===== config.mk =====
export PLATFORM = sky130hd
export DESIGN_NAME = booth_seq_mult
export DESIGN_NICKNAME = d
export VERILOG_FILES = /design/src/rtl/booth_pkg.sv /design/src/rtl/booth_recode.sv /design/src/rtl/booth_addsub.sv /design/src/rtl/booth_ctrl.sv /design/src/rtl/booth_seq_mult.sv
export SDC_FILE = /design/constraint.sdc
export NUM_CORES = 1
export LEC_CHECK = 0
export BUFFER_PORTS_ARGS = -buffer_cell sky130_fd_sc_hd__buf_2
export CORE_ASPECT_RATIO = 0.7
export CORE_MARGIN = 2
export CORE_UTILIZATION = 53
export CTS_BUF_LIST = sky130_fd_sc_hd__clkbuf_8 sky130_fd_sc_hd__clkbuf_16
export DETAILED_ROUTE_END_ITERATION = 8
export HOLD_SLACK_MARGIN = 0.1
export PLACE_DENSITY = 0.72
export SLEW_MARGIN = 20
export SYNTH_ARGS = -nofsm -noshare
export SYNTH_HDL_FRONTEND = slang
export SYNTH_HIERARCHICAL = 1
export SYNTH_SLANG_ARGS = --single-unit

===== constraint.sdc =====
create_clock -name clk -period 8.2 [get_ports clk]
set_clock_uncertainty 0.1 [all_clocks]
set_input_delay 0 -clock clk [delete_from_list [all_inputs] [get_ports clk]]
set_output_delay 0 -clock clk [all_outputs]
set_load 0.005 [all_outputs]

===== src/rtl/booth_pkg.sv =====
package booth_pkg;
  typedef enum logic [1:0] {
    OP_KEEP = 2'd0,
    OP_ADD  = 2'd1,
    OP_SUB  = 2'd2
  } booth_op_e;
endpackage


===== src/rtl/booth_recode.sv =====
module booth_recode
  import booth_pkg::*;
(
  input  logic [1:0] pair,   // {current multiplier bit, bit to its right}
  output booth_op_e  op
);
  always_comb begin
    unique case (pair)
      2'b10:   op = OP_SUB;
      2'b01:   op = OP_ADD;
      default: op = OP_KEEP;
    endcase
  end
endmodule


===== src/rtl/booth_addsub.sv =====
module booth_addsub
  import booth_pkg::*;
#(
  parameter int WIDTH = 8
) (
  input  logic [WIDTH-1:0] upper,
  input  logic [WIDTH-1:0] mcand,
  input  booth_op_e        op,
  output logic [WIDTH:0]   sum
);
  localparam int EW = WIDTH + 1;
  logic [EW-1:0] up_x, mc_x;

  // sign-extend by one bit so -2^(WIDTH-1) cannot overflow
  assign up_x = {upper[WIDTH-1], upper};
  assign mc_x = {mcand[WIDTH-1], mcand};

  always_comb begin
    unique case (op)
      OP_ADD:  sum = up_x + mc_x;
      OP_SUB:  sum = up_x - mc_x;
      default: sum = up_x;
    endcase
  end
endmodule


===== src/rtl/booth_ctrl.sv =====
module booth_ctrl #(
  parameter int WIDTH = 8
) (
  input  logic clk,
  input  logic rst_n,
  input  logic start,
  output logic load,
  output logic step,
  output logic busy,
  output logic done
);
  localparam int CW = $clog2(WIDTH + 1);
  localparam logic [CW-1:0] LAST = CW'(WIDTH - 1);

  logic [CW-1:0] iter_q;

  assign load = start && !busy;
  assign step = busy;

  always_ff @(posedge clk or negedge rst_n) begin
    if (!rst_n) begin
      iter_q <= '0;
      busy   <= 1'b0;
      done   <= 1'b0;
    end else begin
      done <= 1'b0;
      if (load) begin
        iter_q <= '0;
        busy   <= 1'b1;
      end else if (busy) begin
        iter_q <= iter_q + 1'b1;
        if (iter_q == LAST) begin
          busy <= 1'b0;
          done <= 1'b1;
        end
      end
    end
  end

  AST_DONE_PULSE: assert property (@(posedge clk) disable iff (!rst_n)
    done |=> !done);
  AST_NOT_BOTH: assert property (@(posedge clk) disable iff (!rst_n)
    !(busy && done));
  AST_BUSY_TO_DONE: assert property (@(posedge clk) disable iff (!rst_n)
    $fell(busy) |-> done);
  AST_START_LOAD: assert property (@(posedge clk) disable iff (!rst_n)
    (start && !busy) |=> busy);
  AST_BUSY_RUN: assert property (@(posedge clk) disable iff (!rst_n)
    (busy && iter_q != LAST) |=> (busy && iter_q == $past(iter_q) + 1'b1));
endmodule


===== src/rtl/booth_seq_mult.sv =====
module booth_seq_mult
  import booth_pkg::*;
#(
  parameter int WIDTH = 8
) (
  input  logic               clk,
  input  logic               rst_n,
  input  logic               start,
  input  logic [WIDTH-1:0]   mcand,
  input  logic [WIDTH-1:0]   mplier,
  output logic               busy,
  output logic               done,
  output logic [2*WIDTH-1:0] product
);
  localparam int PW = 2 * WIDTH;

  logic [PW-1:0]    acc_q;
  logic             xbit_q;
  logic [WIDTH-1:0] mc_q;
  logic             load, step;
  booth_op_e        op;
  logic [WIDTH:0]   sum;

  booth_ctrl #(.WIDTH(WIDTH)) u_ctrl (
    .clk  (clk),
    .rst_n(rst_n),
    .start(start),
    .load (load),
    .step (step),
    .busy (busy),
    .done (done)
  );

  booth_recode u_rec (
    .pair({acc_q[0], xbit_q}),
    .op  (op)
  );

  booth_addsub #(.WIDTH(WIDTH)) u_as (
    .upper(acc_q[PW-1:WIDTH]),
    .mcand(mc_q),
    .op   (op),
    .sum  (sum)
  );

  always_ff @(posedge clk or negedge rst_n) begin
    if (!rst_n) begin
      acc_q  <= '0;
      xbit_q <= 1'b0;
      mc_q   <= '0;
    end else if (load) begin
      acc_q  <= {{WIDTH{1'b0}}, mplier};
      xbit_q <= 1'b0;
      mc_q   <= mcand;
    end else if (step) begin
      // arithmetic right shift of {sum, lower half}
      acc_q  <= {sum[WIDTH:1], sum[0], acc_q[WIDTH-1:1]};
      xbit_q <= acc_q[0];
    end
  end

  assign product = acc_q;

  AST_HOLD_IDLE: assert property (@(posedge clk) disable iff (!rst_n)
    (!busy && !start) |=> $stable(product));
  AST_MCAND_FROZEN: assert property (@(posedge clk) disable iff (!rst_n)
    (busy && $past(busy)) |-> $stable(mc_q));
endmodule


# Word-level counts from Yosys, hierarchy flattened
# Cells that the tools add are included.
# op_classes
addsub,3
n_eq_ne,5
muxes,14
n_reduce_logical,5
# op_table
op,count
two-way mux 16 bit,2
one-hot mux 9 bit (2 select lines),1
adder 8 x 8 -> 9 bit,1
subtractor 8 x 8 -> 9 bit,1
two-way mux 1 bit,8
two-way mux 4 bit,2
"adder 4 x 1 -> 4 bit, second input constant",1
"equality test 2 x 1 -> 1 bit, second input constant",2
"equality test 2 bit, second input constant",2
"equality test 4 x 3 -> 1 bit, second input constant",1
one-hot mux 2 bit (2 select lines),1
nonzero test 3 bit,1
AND reduction 2 bit,1
nonzero test 2 bit,1
logical AND 1 bit,1
logical NOT 1 bit,1
# totals
ff_bits,31
input_bits,19
out_inout_bits,18
elab_cells,34

# Longest topological paths before layout
# Gate-level depths: netlist of run 1.
# depth
word_depth,6
ltp_mapped,14
mapped_depth_nobuf,13

# By module
# Netlist of run 1, hierarchy kept.
# modules_own_cells
module,instances,cells_each,area_each_um2
booth_seq_mult,1,81,1072.3
booth_addsub,1,104,721.9
booth_ctrl,1,19,264.0
booth_recode,1,2,15.0

# Least setup slack after synthesis of run 1
# OpenSTA, ideal clock, no wires.
# synth_path
path_type,flip-flop to flip-flop
start,"register acc_q[0], in the netlist product[0]"
end,"register acc_q[15], in the netlist product[15]"
arrival_ns,2.649
setup_slack_ns,5.330
stages_incl_launch_ff,14
synth_period_minus_slack_ns,2.870
path_cell_list,dfrtp_1 and2b_2 inv_1 ha_1 clkbuf_1 mux2i_1 fa_1 a211oi_1 nor2_1 o41ai_1 a21oi_1 nand3b_1 mux2i_1 nor2_1
# synth_via
elab_chain_len,6
# synth_rtl
item,line,rtl
from (decl),booth_seq_mult.sv:17,logic [PW-1:0] acc_q;
from (signal assigned),booth_seq_mult.sv:52,"acc_q <= {{WIDTH{1'b0}}, mplier};"
from (signal assigned),booth_seq_mult.sv:57,"acc_q <= {sum[WIDTH:1], sum[0], acc_q[WIDTH-1:1]};"
equality test 2 x 1 -> 1 bit or equality test 2 bit (tied branches),booth_recode.sv:8,unique case (pair)
one-hot mux 2 bit (2 select lines) (*),booth_recode.sv:8,
net op[0],booth_seq_mult.sv:21,booth_op_e op;
equality test 2 bit or equality test 2 x 1 -> 1 bit (tied branches),booth_addsub.sv:19,unique case (op)
one-hot mux 9 bit (2 select lines) (*),booth_addsub.sv:19,
net sum[8],booth_seq_mult.sv:22,logic [WIDTH:0] sum;
two-way mux 16 bit (*),booth_seq_mult.sv:55,end else if (step) begin
two-way mux 16 bit (*),booth_seq_mult.sv:51,end else if (load) begin
# The timed path passes the listed nets; every way through them passes the cells marked *. The select of a mux whose other input is x is not followed.
# A chain may end at the register's enable or synchronous reset.

# Final worst setup path of run 1
# Ends and elaborated chain as after synthesis.

==> results_dict.tcl, run 1 <==
set metrics [dict create \
    rsz0062_at_grt "no" \
    std_cell_rows 18 \
    drtAntennaViolNets 0 \
    track_usage 0.216 \
    synth_area_um2 2070 \
    antenna_cells 0 \
    worstHoldPathType "in -> async" \
    wirelength_mm 4.45 \
    final_common_cell "buf_2" \
    placed_cells 282 \
    synthFlopType "dfrtp_1" \
    viasPerCell 5.46 \
    fillers 264 \
    relSlewSlack 0.529 \
    numCtsBuffers 5 \
    ys_seq_area_frac 0.374 \
    synth_cell_types 50 \
    drc 0 \
    finalSetupViolCount 0 \
    root_buffer "clkbuf_8" \
    yosysWarnings 6 \
    synth_seq_cells 31 \
    timing.setup.tns_ns 0 \
    ios 37 \
    maxCapViolations 0 \
    path_clk_slew_ns 0.07 \
    layout-drive-gt1-share 0.248 \
    placed_area_um2 2230 \
    grt_max_degree 34 \
    die_w_um 78.8 \
    grt_pass1_wl_mm 7.53 \
    avgSynthCellArea_um2 10.1 \
    htreeDepth 2 \
    tightest_slew_ns 0.706 \
    fin_hold_ws_ns 0.211 \
    reg2reg_depth 12 \
    critPathCaptureType "flip-flop" \
    die_y_um 56.3 \
    port_buffers 36 \
    layout_min_cycle_time_ns 3.10 \
    hold_viol_final 0 \
    crit_path_start_kind "flip-flop" \
    first_global_vias 1581 \
    start_util 0.572 \
    grt_antenna_before_repair 0 \
    gp_congestion 0.811 \
    status "completed" \
    syn_nets 237 \
    cts_tree "done" \
    cp.required_ns 8.24 \
    dp_hpwl_mm 2.82 \
    clock-sinks 31 \
    final_area_um2 2530 \
    num-nets-final 288 \
    critPathKind "reg -> reg" \
    firstDrtPassIters 4 \
    async_reset_ff_frac 1.00 \
    fmax_mhz 323 \
    mostFrequentLayoutCells "buf_2 (36), dfrtp_1 (30), mux2i_1 (19), nor2_1 (19), dlygate4sd3_1 (18)" \
    min_period_over_period 0.378 \
    cts_buffer_depth 2 \
    synthCells 206 \
    path_max_fanout 8 \
    slew_viol_final 0 \
    clk_latency_ns 0.28 \
    synth_edf_count 0 \
    core_area_um2 3630 \
    syn_to_final_growth_pct 22.1 \
    stdcell_count 308 \
    avgRoutedWirePerCell_um 14.4 \
    grt_overflow 0 \
    cts_resized 0 \
    num_vias 1682 \
    arrival_ns 3.14 \
    drtIter0Drc 69 \
    die_area_um2 4440 \
]
[metal layers]
metal | track usage | vias to the layer above | share of wire
li1 | - | 835 | -
met1 | 0.312 | 795 | 0.51
met2 | 0.326 | 43 | 0.44
met3 | 0.0498 | 9 | 0.039
met4 | 0.0627 | 0 | 0.013
met5 | 0 | - | 0
[cell families (layout without fill, tap and decap cells)]
| group | count (synthesis) | after routing | synth area share |
|---|---|---|---|
| simple gates | 64 | 64 | 0.161 |
| compound gates | 42 | 42 | 0.133 |
| flops | 31 | 31 | 0.374 |
| mux | 29 | 29 | 0.157 |
| buf+inv | 17 | 69 | 0.0531 |
| fa+ha+maj | 12 | 12 | 0.0760 |
| xor+xnor | 11 | 11 | 0.0465 |
[synth_stat cells (3+ instances only)]
cell,instances,area (µm²)
o21ai_0,10,50.1
nor3_1,5,25.0
mux2i_1,19,190
o31ai_1,3,22.5
buf_2,3,15.0
a211oi_1,4,30.0
xnor2_1,9,78.8
dfrtp_1,31,776
nor2_1,19,71.3
mux2_4,6,90.1
nand3_1,3,15.0
ha_1,11,138
a21oi_1,7,35.0
inv_1,7,26.3
nand2_1,17,63.8
buf_6,3,33.8
mux2_2,4,45.0
[per-stage QoR]
step / worst slack (ns) / utilization
after floorplan: 5.33 / -
after global placement: 5.17 / 0.616
after detailed placement: 5.14 / 0.616
after CTS: 5.09 / 0.698
after global routing: 4.81 / 0.698
final: 5.10 / 0.698
[worst max-delay path, cell delays in order, from the launching register on]
cell,delay (ns)
dfrtp_1,0.40
and2b_2,0.24
inv_1,0.05
ha_1,0.32
mux2i_1,0.17
fa_1,0.48
a211oi_1,0.30
nor2_1,0.12
o41ai_1,0.35
a21oi_1,0.06
nand3b_1,0.16
mux2i_1,0.13
nor2_1,0.06
[area by class of cell]
type | instances | area [µm²] | area share
Multi-Input combinational cell | 158 | 1190 | 0.469
Tap cell | 50 | 62.6 | 0.0247
Inverter | 7 | 26.3 | 0.0104
Sequential cell | 31 | 777 | 0.307
Clock buffer | 6 | 82.6 | 0.0326
Clock inverter | 2 | 35.0 | 0.0138
Timing Repair Buffer | 54 | 360 | 0.142
[worst paths after layout]
path                                       start               end  slack [ns]
worst max-delay path                  product[0]       product[15]        5.10
worst min-delay path                       rst_n        product[9]        0.21
worst max register to register        product[0]       product[15]        5.10
worst min register to register  u_ctrl/iter_q[3]  u_ctrl/iter_q[3]        0.45
max in group asynchronous                  rst_n       u_ctrl/busy        7.30
min in group clk                       mplier[3]        product[3]        0.36
[flip-flops by register name (all words and copies together) (netlist names)]
name,flops
mc_q,8
product,16
u_ctrl/busy,1
u_ctrl/done,1
u_ctrl/iter_q,4
xbit_q,1
[what timing repair did]
action	in CTS	in global routing
hold buffers	18	0
setup buffers	0	0
hold endpoints to repair	52	0
Power of run 1 is not shown: default switching activity piles up to over one toggle a cycle in this logic, so the estimate is an artifact.
==> run 2, diff against run 1 <==
--- a/config.mk
+++ b/config.mk
@@ -5,6 +5,7 @@
 export SDC_FILE = /design/constraint.sdc
 export NUM_CORES = 1
 export LEC_CHECK = 0
+export ABC_AREA = 1
 export BUFFER_PORTS_ARGS = -buffer_cell sky130_fd_sc_hd__buf_2
 export CORE_ASPECT_RATIO = 0.7
 export CORE_MARGIN = 2
==> constraint.sdc (replaced) <==
create_clock -name clk -period 2.98 [get_ports clk]
set_clock_uncertainty 0.1 [all_clocks]
set_input_delay 0 -clock clk [delete_from_list [all_inputs] [get_ports clk]]
set_output_delay 0 -clock clk [all_outputs]
set_load 0.005 [all_outputs]
==> results_dict.tcl, run 2 <==
set metrics [dict create \
    critPathCaptureType "flip-flop" \
    netlist_top_cells_area "dfrtp_1 (36%), nand2_1 (25%), inv_1 (6.5%)" \
    critPathKind "reg -> reg" \
    seq_area_um2 776 \
    finalWorstSetupSlack_ns 0.325 \
    synth.top_cells.by_count "nand2_1 (141), inv_1 (37), dfrtp_1 (31), nand3_1 (20), nor2_1 (18)" \
    synth_top_area_frac 0.365 \
    synthCells 308 \
    timing.setup.tns_ns 0 \
    gp_congestion 0.867 \
    die_w_um 79.7 \
    avgSynthCellArea_um2 6.90 \
    avgRoutedWirePerCell_um 11.0 \
    fmax_mhz 377 \
    root_buffer "clkbuf_8" \
    die_y_um 57.0 \
    dp_hpwl_mm 3.21 \
    slew_viol_final 0 \
    yosysTopAreaCell "dfrtp_1" \
    final_common_cell "nand2_1" \
    worstHoldPathType "in -> async" \
    relSlewSlack 0.538 \
    num-nets-final 393 \
    ys_seq_area_frac 0.365 \
    ios 37 \
    numCtsBuffers 5 \
    viasPerCell 4.73 \
    synthFlopType "dfrtp_1" \
    clk_latency_ns 0.28 \
    cp.required_ns 3.06 \
    cts_resized 0 \
    drc 0 \
    wl_met3_um 191 \
    layout_min_cycle_time_ns 2.65 \
    p_leak_nw 1.51 \
    clock-sinks 31 \
    synth_edf_count 0 \
    fillers 355 \
    p_total_mw 3.36 \
    cts_buffer_depth 2 \
    start_util 0.549 \
    htreeDepth 2 \
    drtIter0Drc 101 \
    drtAntennaViolNets 0 \
    cts_tree "done" \
    syn_nets 339 \
    pre_cts_slack_ns 0.341 \
    std_cell_rows 19 \
    synth_seq_cells 31 \
    rsz0062_at_grt "no" \
    antenna_cells 0 \
    multiInputGateArea_um2 1110 \
    firstDrtPassIters 4 \
    mostFrequentLayoutCells "nand2_1 (141), inv_1 (38), buf_2 (36), dfrtp_1 (31), nand3_1 (20)" \
    fin_hold_ws_ns 0.195 \
    grt_antenna_before_repair 0 \
    yosysMostFrequentCell "nand2_1" \
    core_area_um2 3870 \
    track_usage 0.225 \
    largest_reg_flops 16 \
    first_global_vias 1839 \
    path_max_fanout 5 \
    finalSetupViolCount 0 \
    ir_drop_mv 0.571 \
    port_buffers 36 \
    grt_max_degree 32 \
    async_reset_ff_frac 1.00 \
    grt_overflow 0 \
    hold_viol_final 0 \
    power.density_nw_per_um2 1310 \
    path_clk_slew_ns 0.07 \
    synth_cell_types 27 \
    wl_met1_mm 2.32 \
    top_layer "met4" \
    maxCapViolations 0 \
    status "completed" \
    yosysWarnings 6 \
    syn_to_final_growth_pct 20.7 \
    die_area_um2 4540 \
    grt_pass1_wl_mm 8.04 \
    dr_wl_met2_mm 2.01 \
    layout-drive-gt1-share 0.152 \
    crit_path_start_kind "flip-flop" \
    synth_area_um2 2130 \
    wirelength_mm 4.58 \
    tightest_slew_ns 0.693 \
    num_vias 1963 \
    arrival_ns 2.73 \
    cts_setup_buffers 0 \
    min_period_over_period 0.891 \
]
==> run 2: logic make-up after synthesis <==
logic type / after synthesis / share of synthesized area
and+or+nand+nor: 190 / 0.368
buffers and inverters: 48 / 0.111
DFF: 31 / 0.365
AOI/OAI and AO/OA: 21 / 0.0571
adders and majority gates: 12 / 0.0742
xor gates and xnor gates: 6 / 0.0247
==> run 2: final timing paths <==
path / end / slack (ns) / start / depth (start not counted)
hold reg to reg: u_ctrl/done / 0.34 / u_ctrl/iter_q[3] / 1
setup / recovery: product[15] / 0.33 / mc_q[0] / 19
setup reg to reg: product[15] / 0.33 / mc_q[0] / 19
max in group asynchronous: product[11] / 2.14 / rst_n / 2
min in group clk: u_ctrl/done / 0.34 / u_ctrl/iter_q[3] / 1
hold / removal: u_ctrl/iter_q[3] / 0.20 / rst_n / 2
==> run 2: routing by layer <==
metal  vias to the layer above  track usage
met2                        42        0.361
met3                         7       0.0443
met5                         -            0
met4                         0       0.0862
met1                       865        0.304
li1                       1049            -
==> run 2: timing repair <==
item                                   CTS  global route
endpoints found under the hold margin   52             0
setup endpoints to repair                0             0
hold buffers                            18             0
==> run 2: area by class of cell <==
type | instances | area share
Tap cell | 52 | 0.0254
Multi-Input combinational cell | 229 | 0.435
Clock inverter | 3 | 0.00634
Clock buffer | 5 | 0.0268
Sequential cell | 31 | 0.302
Timing Repair Buffer | 56 | 0.146
Inverter | 39 | 0.0580
==> run 2: per-stage QoR <==
step	util	instances	cell area [µm²]
2_1_floorplan	-	308	2130
3_3_place_gp	0.593	389	2300
3_5_place_dp	0.593	389	2300
4_1_cts	0.662	415	2560
5_1_grt	0.662	415	2560
6_report	0.662	415	2560
==> run 2: critical path, cell delays in order, from the launching register on <==
cell and delay [ns]:
dfrtp_1 0.40, inv_1 0.08, ha_1 0.16, inv_1 0.05, nor2_2 0.11, nand2_1 0.10, o31ai_2 0.20, xor2_1 0.16
inv_1 0.07, ha_1 0.33, nand2_1 0.10, inv_1 0.04, a21oi_1 0.18, nand2_1 0.07, nand2_1 0.08, nand3_1 0.07
nand2_1 0.06, nand2_1 0.05, nand3_1 0.07, nand2_1 0.05
==> run 2: power breakdown <==
group	switching [mW]	total, mW	internal (mW)
registers	0.202	0.834	0.632
clock network	0.164	0.323	0.160
logic	1.31	2.20	0.896
total	1.67	3.36	1.69
No activity file was read; power rests on OpenSTA's default activity.
==> run 3, diff against run 2 <==
--- a/config.mk
+++ b/config.mk
@@ -13,7 +13,7 @@
 export CTS_BUF_LIST = sky130_fd_sc_hd__clkbuf_8 sky130_fd_sc_hd__clkbuf_16
 export DETAILED_ROUTE_END_ITERATION = 8
 export HOLD_SLACK_MARGIN = 0.1
-export PLACE_DENSITY = 0.72
+export PLACE_DENSITY = 0.78
 export SLEW_MARGIN = 20
 export SYNTH_ARGS = -nofsm -noshare
 export SYNTH_HDL_FRONTEND = slang
==> results_dict.tcl, run 3 (same netlist as run 2, synthesis figures left out) <==
set metrics [dict create \
    die_w_um 79.7 \
    power.density_nw_per_um2 1350 \
    path_max_fanout 5 \
    multiInputGateArea_um2 1130 \
    syn_to_final_growth_pct 22.7 \
    core_area_um2 3870 \
    path_clk_slew_ns 0.07 \
    wirelength_mm 4.71 \
    root_buffer "clkbuf_8" \
    avgRoutedWirePerCell_um 11.4 \
    p_total_mw 3.51 \
    firstDrtPassIters 5 \
    grt_antenna_before_repair 0 \
    tightest_slew_ns 0.706 \
    ir_drop_mv 0.707 \
    final_util 0.673 \
    hold_viol_final 0 \
    start_util 0.549 \
    drtAntennaViolNets 0 \
    critPathCaptureType "flip-flop" \
    fillers 315 \
    maxCapViolations 0 \
    crit_family "simple AND/OR/NAND/NOR gates" \
    layout-drive-gt1-share 0.160 \
    cts_setup_buffers 0 \
    num-nets-final 393 \
    worstHoldPathType "in -> async" \
    drtIter0Drc 82 \
    drc 0 \
    finalSetupViolCount 0 \
    fmax_mhz 382 \
    largest_reg_flops 16 \
    relSlewSlack 0.529 \
    min_period_over_period 0.879 \
    cp.required_ns 3.11 \
    cpPeakStageDelay_ns 0.40 \
    critPathKind "reg -> reg" \
    die_y_um 57.0 \
    clock-sinks 31 \
    final_area_um2 2610 \
    mostFrequentLayoutCells "nand2_1 (141), inv_1 (37), buf_2 (36), dfrtp_1 (31), nand3_1 (20)" \
    num_vias 2006 \
    gp_congestion 0.907 \
    numCtsBuffers 5 \
    slowest_stage "dfrtp_1" \
    slew_viol_final 0 \
    final_common_cell "nand2_1" \
    cts_buffer_depth 2 \
    port_buffers 36 \
    path_buf_inv 3 \
    rsz0062_at_grt "no" \
    grt_pass1_wl_mm 8.27 \
    status "completed" \
    die_area_um2 4540 \
    seq_area_um2 776 \
    crit_path_start_kind "flip-flop" \
    antenna_cells 0 \
    htreeDepth 2 \
    crit_path_cell_trace "inv_1 -> ha_1 -> inv_1 -> nor2_2 -> nand2_1 -> o31ai_2 -> xor2_1 -> inv_1 -> ha_4 -> nand2_1 -> nor2_1 -> nand3_1 -> nand2_1 -> nand2_1 -> nand3_1 -> nand2_1 -> nand2_1 -> nand3_1 -> nand2_1" \
    placed_area_um2 2300 \
    cts_tree "done" \
    r2r-start "mc_q[0]" \
    std_cell_rows 19 \
    startpoint "mc_q[0]" \
    fin_hold_ws_ns 0.190 \
    first_global_vias 1930 \
    grt_max_degree 32 \
    arrival_ns 2.74 \
    timing.setup.tns_ns 0 \
    crit_top_cell "nand2_1" \
    ios 37 \
    clk_latency_ns 0.29 \
    layout_min_cycle_time_ns 2.62 \
    track_usage 0.231 \
    grt_overflow 0 \
    dp_hpwl_mm 3.23 \
    viasPerCell 4.83 \
    p_leak_nw 1.52 \
]
[run 3: through the flow]
| step | worst slack (ns) | instances |
|---|---|---|
| 2_1_floorplan | 0.555 | 308 |
| 3_3_place_gp | 0.365 | 389 |
| 3_5_place_dp | 0.319 | 389 |
| 4_1_cts | 0.275 | 415 |
| 5_1_grt | 0.0854 | 415 |
| 6_report | 0.361 | 415 |
[run 3: worst register-to-register path, stage by stage, from the launching register on]
cell	delay, ns
dfrtp_1	0.40
inv_1	0.08
ha_1	0.16
inv_1	0.05
nor2_2	0.12
nand2_1	0.10
o31ai_2	0.20
xor2_1	0.17
inv_1	0.10
ha_4	0.29
nand2_1	0.07
nor2_1	0.10
nand3_1	0.11
nand2_1	0.08
nand2_1	0.07
nand3_1	0.08
nand2_1	0.05
nand2_1	0.06
nand3_1	0.07
nand2_1	0.08
[run 3: worst paths after layout]
| check | endpoint | slack (ns) | cells after the start |
|---|---|---|---|
| max | product[15] | 0.36 | 19 |
| max in group asynchronous | xbit_q | 2.14 | 2 |
| min reg2reg | u_ctrl/done | 0.35 | 1 |
| min in group clk | mc_q[2] | 0.34 | 4 |
| max reg2reg | product[15] | 0.36 | 19 |
| min | mc_q[4] | 0.19 | 2 |
[run 3: metal layers]
layer | global-route usage | part of all wire | vias up
met1 | 0.304 | 0.50 | 897
met2 | 0.379 | 0.44 | 43
met5 | 0 | 0 | -
met4 | 0.0788 | 0.015 | 0
li1 | - | - | 1058
met3 | 0.0554 | 0.046 | 8
[run 3: repair_timing]
action	CTS	global route
endpoints found under the setup margin	0	1
hold buffers	18	0
hold endpoints to repair	52	0
resized for setup	0	2
[run 3: layout make-up]
type / count / area share
clock buffers: 5 / 0.0264
clock inverters: 3 / 0.0168
inverters: 39 / 0.0571
multi-input cells: 229 / 0.433
flip-flops and latches: 31 / 0.298
well taps: 52 / 0.0250
repair buffers: 56 / 0.144
[run 3: power by group]
group | internal (mW) | switching [mW] | leakage, nW
Sequential | 0.632 | 0.207 | 0.381
Combinational | 0.933 | 1.33 | 1.08
Clock | 0.249 | 0.169 | 0.0581
Total | 1.81 | 1.70 | 1.52
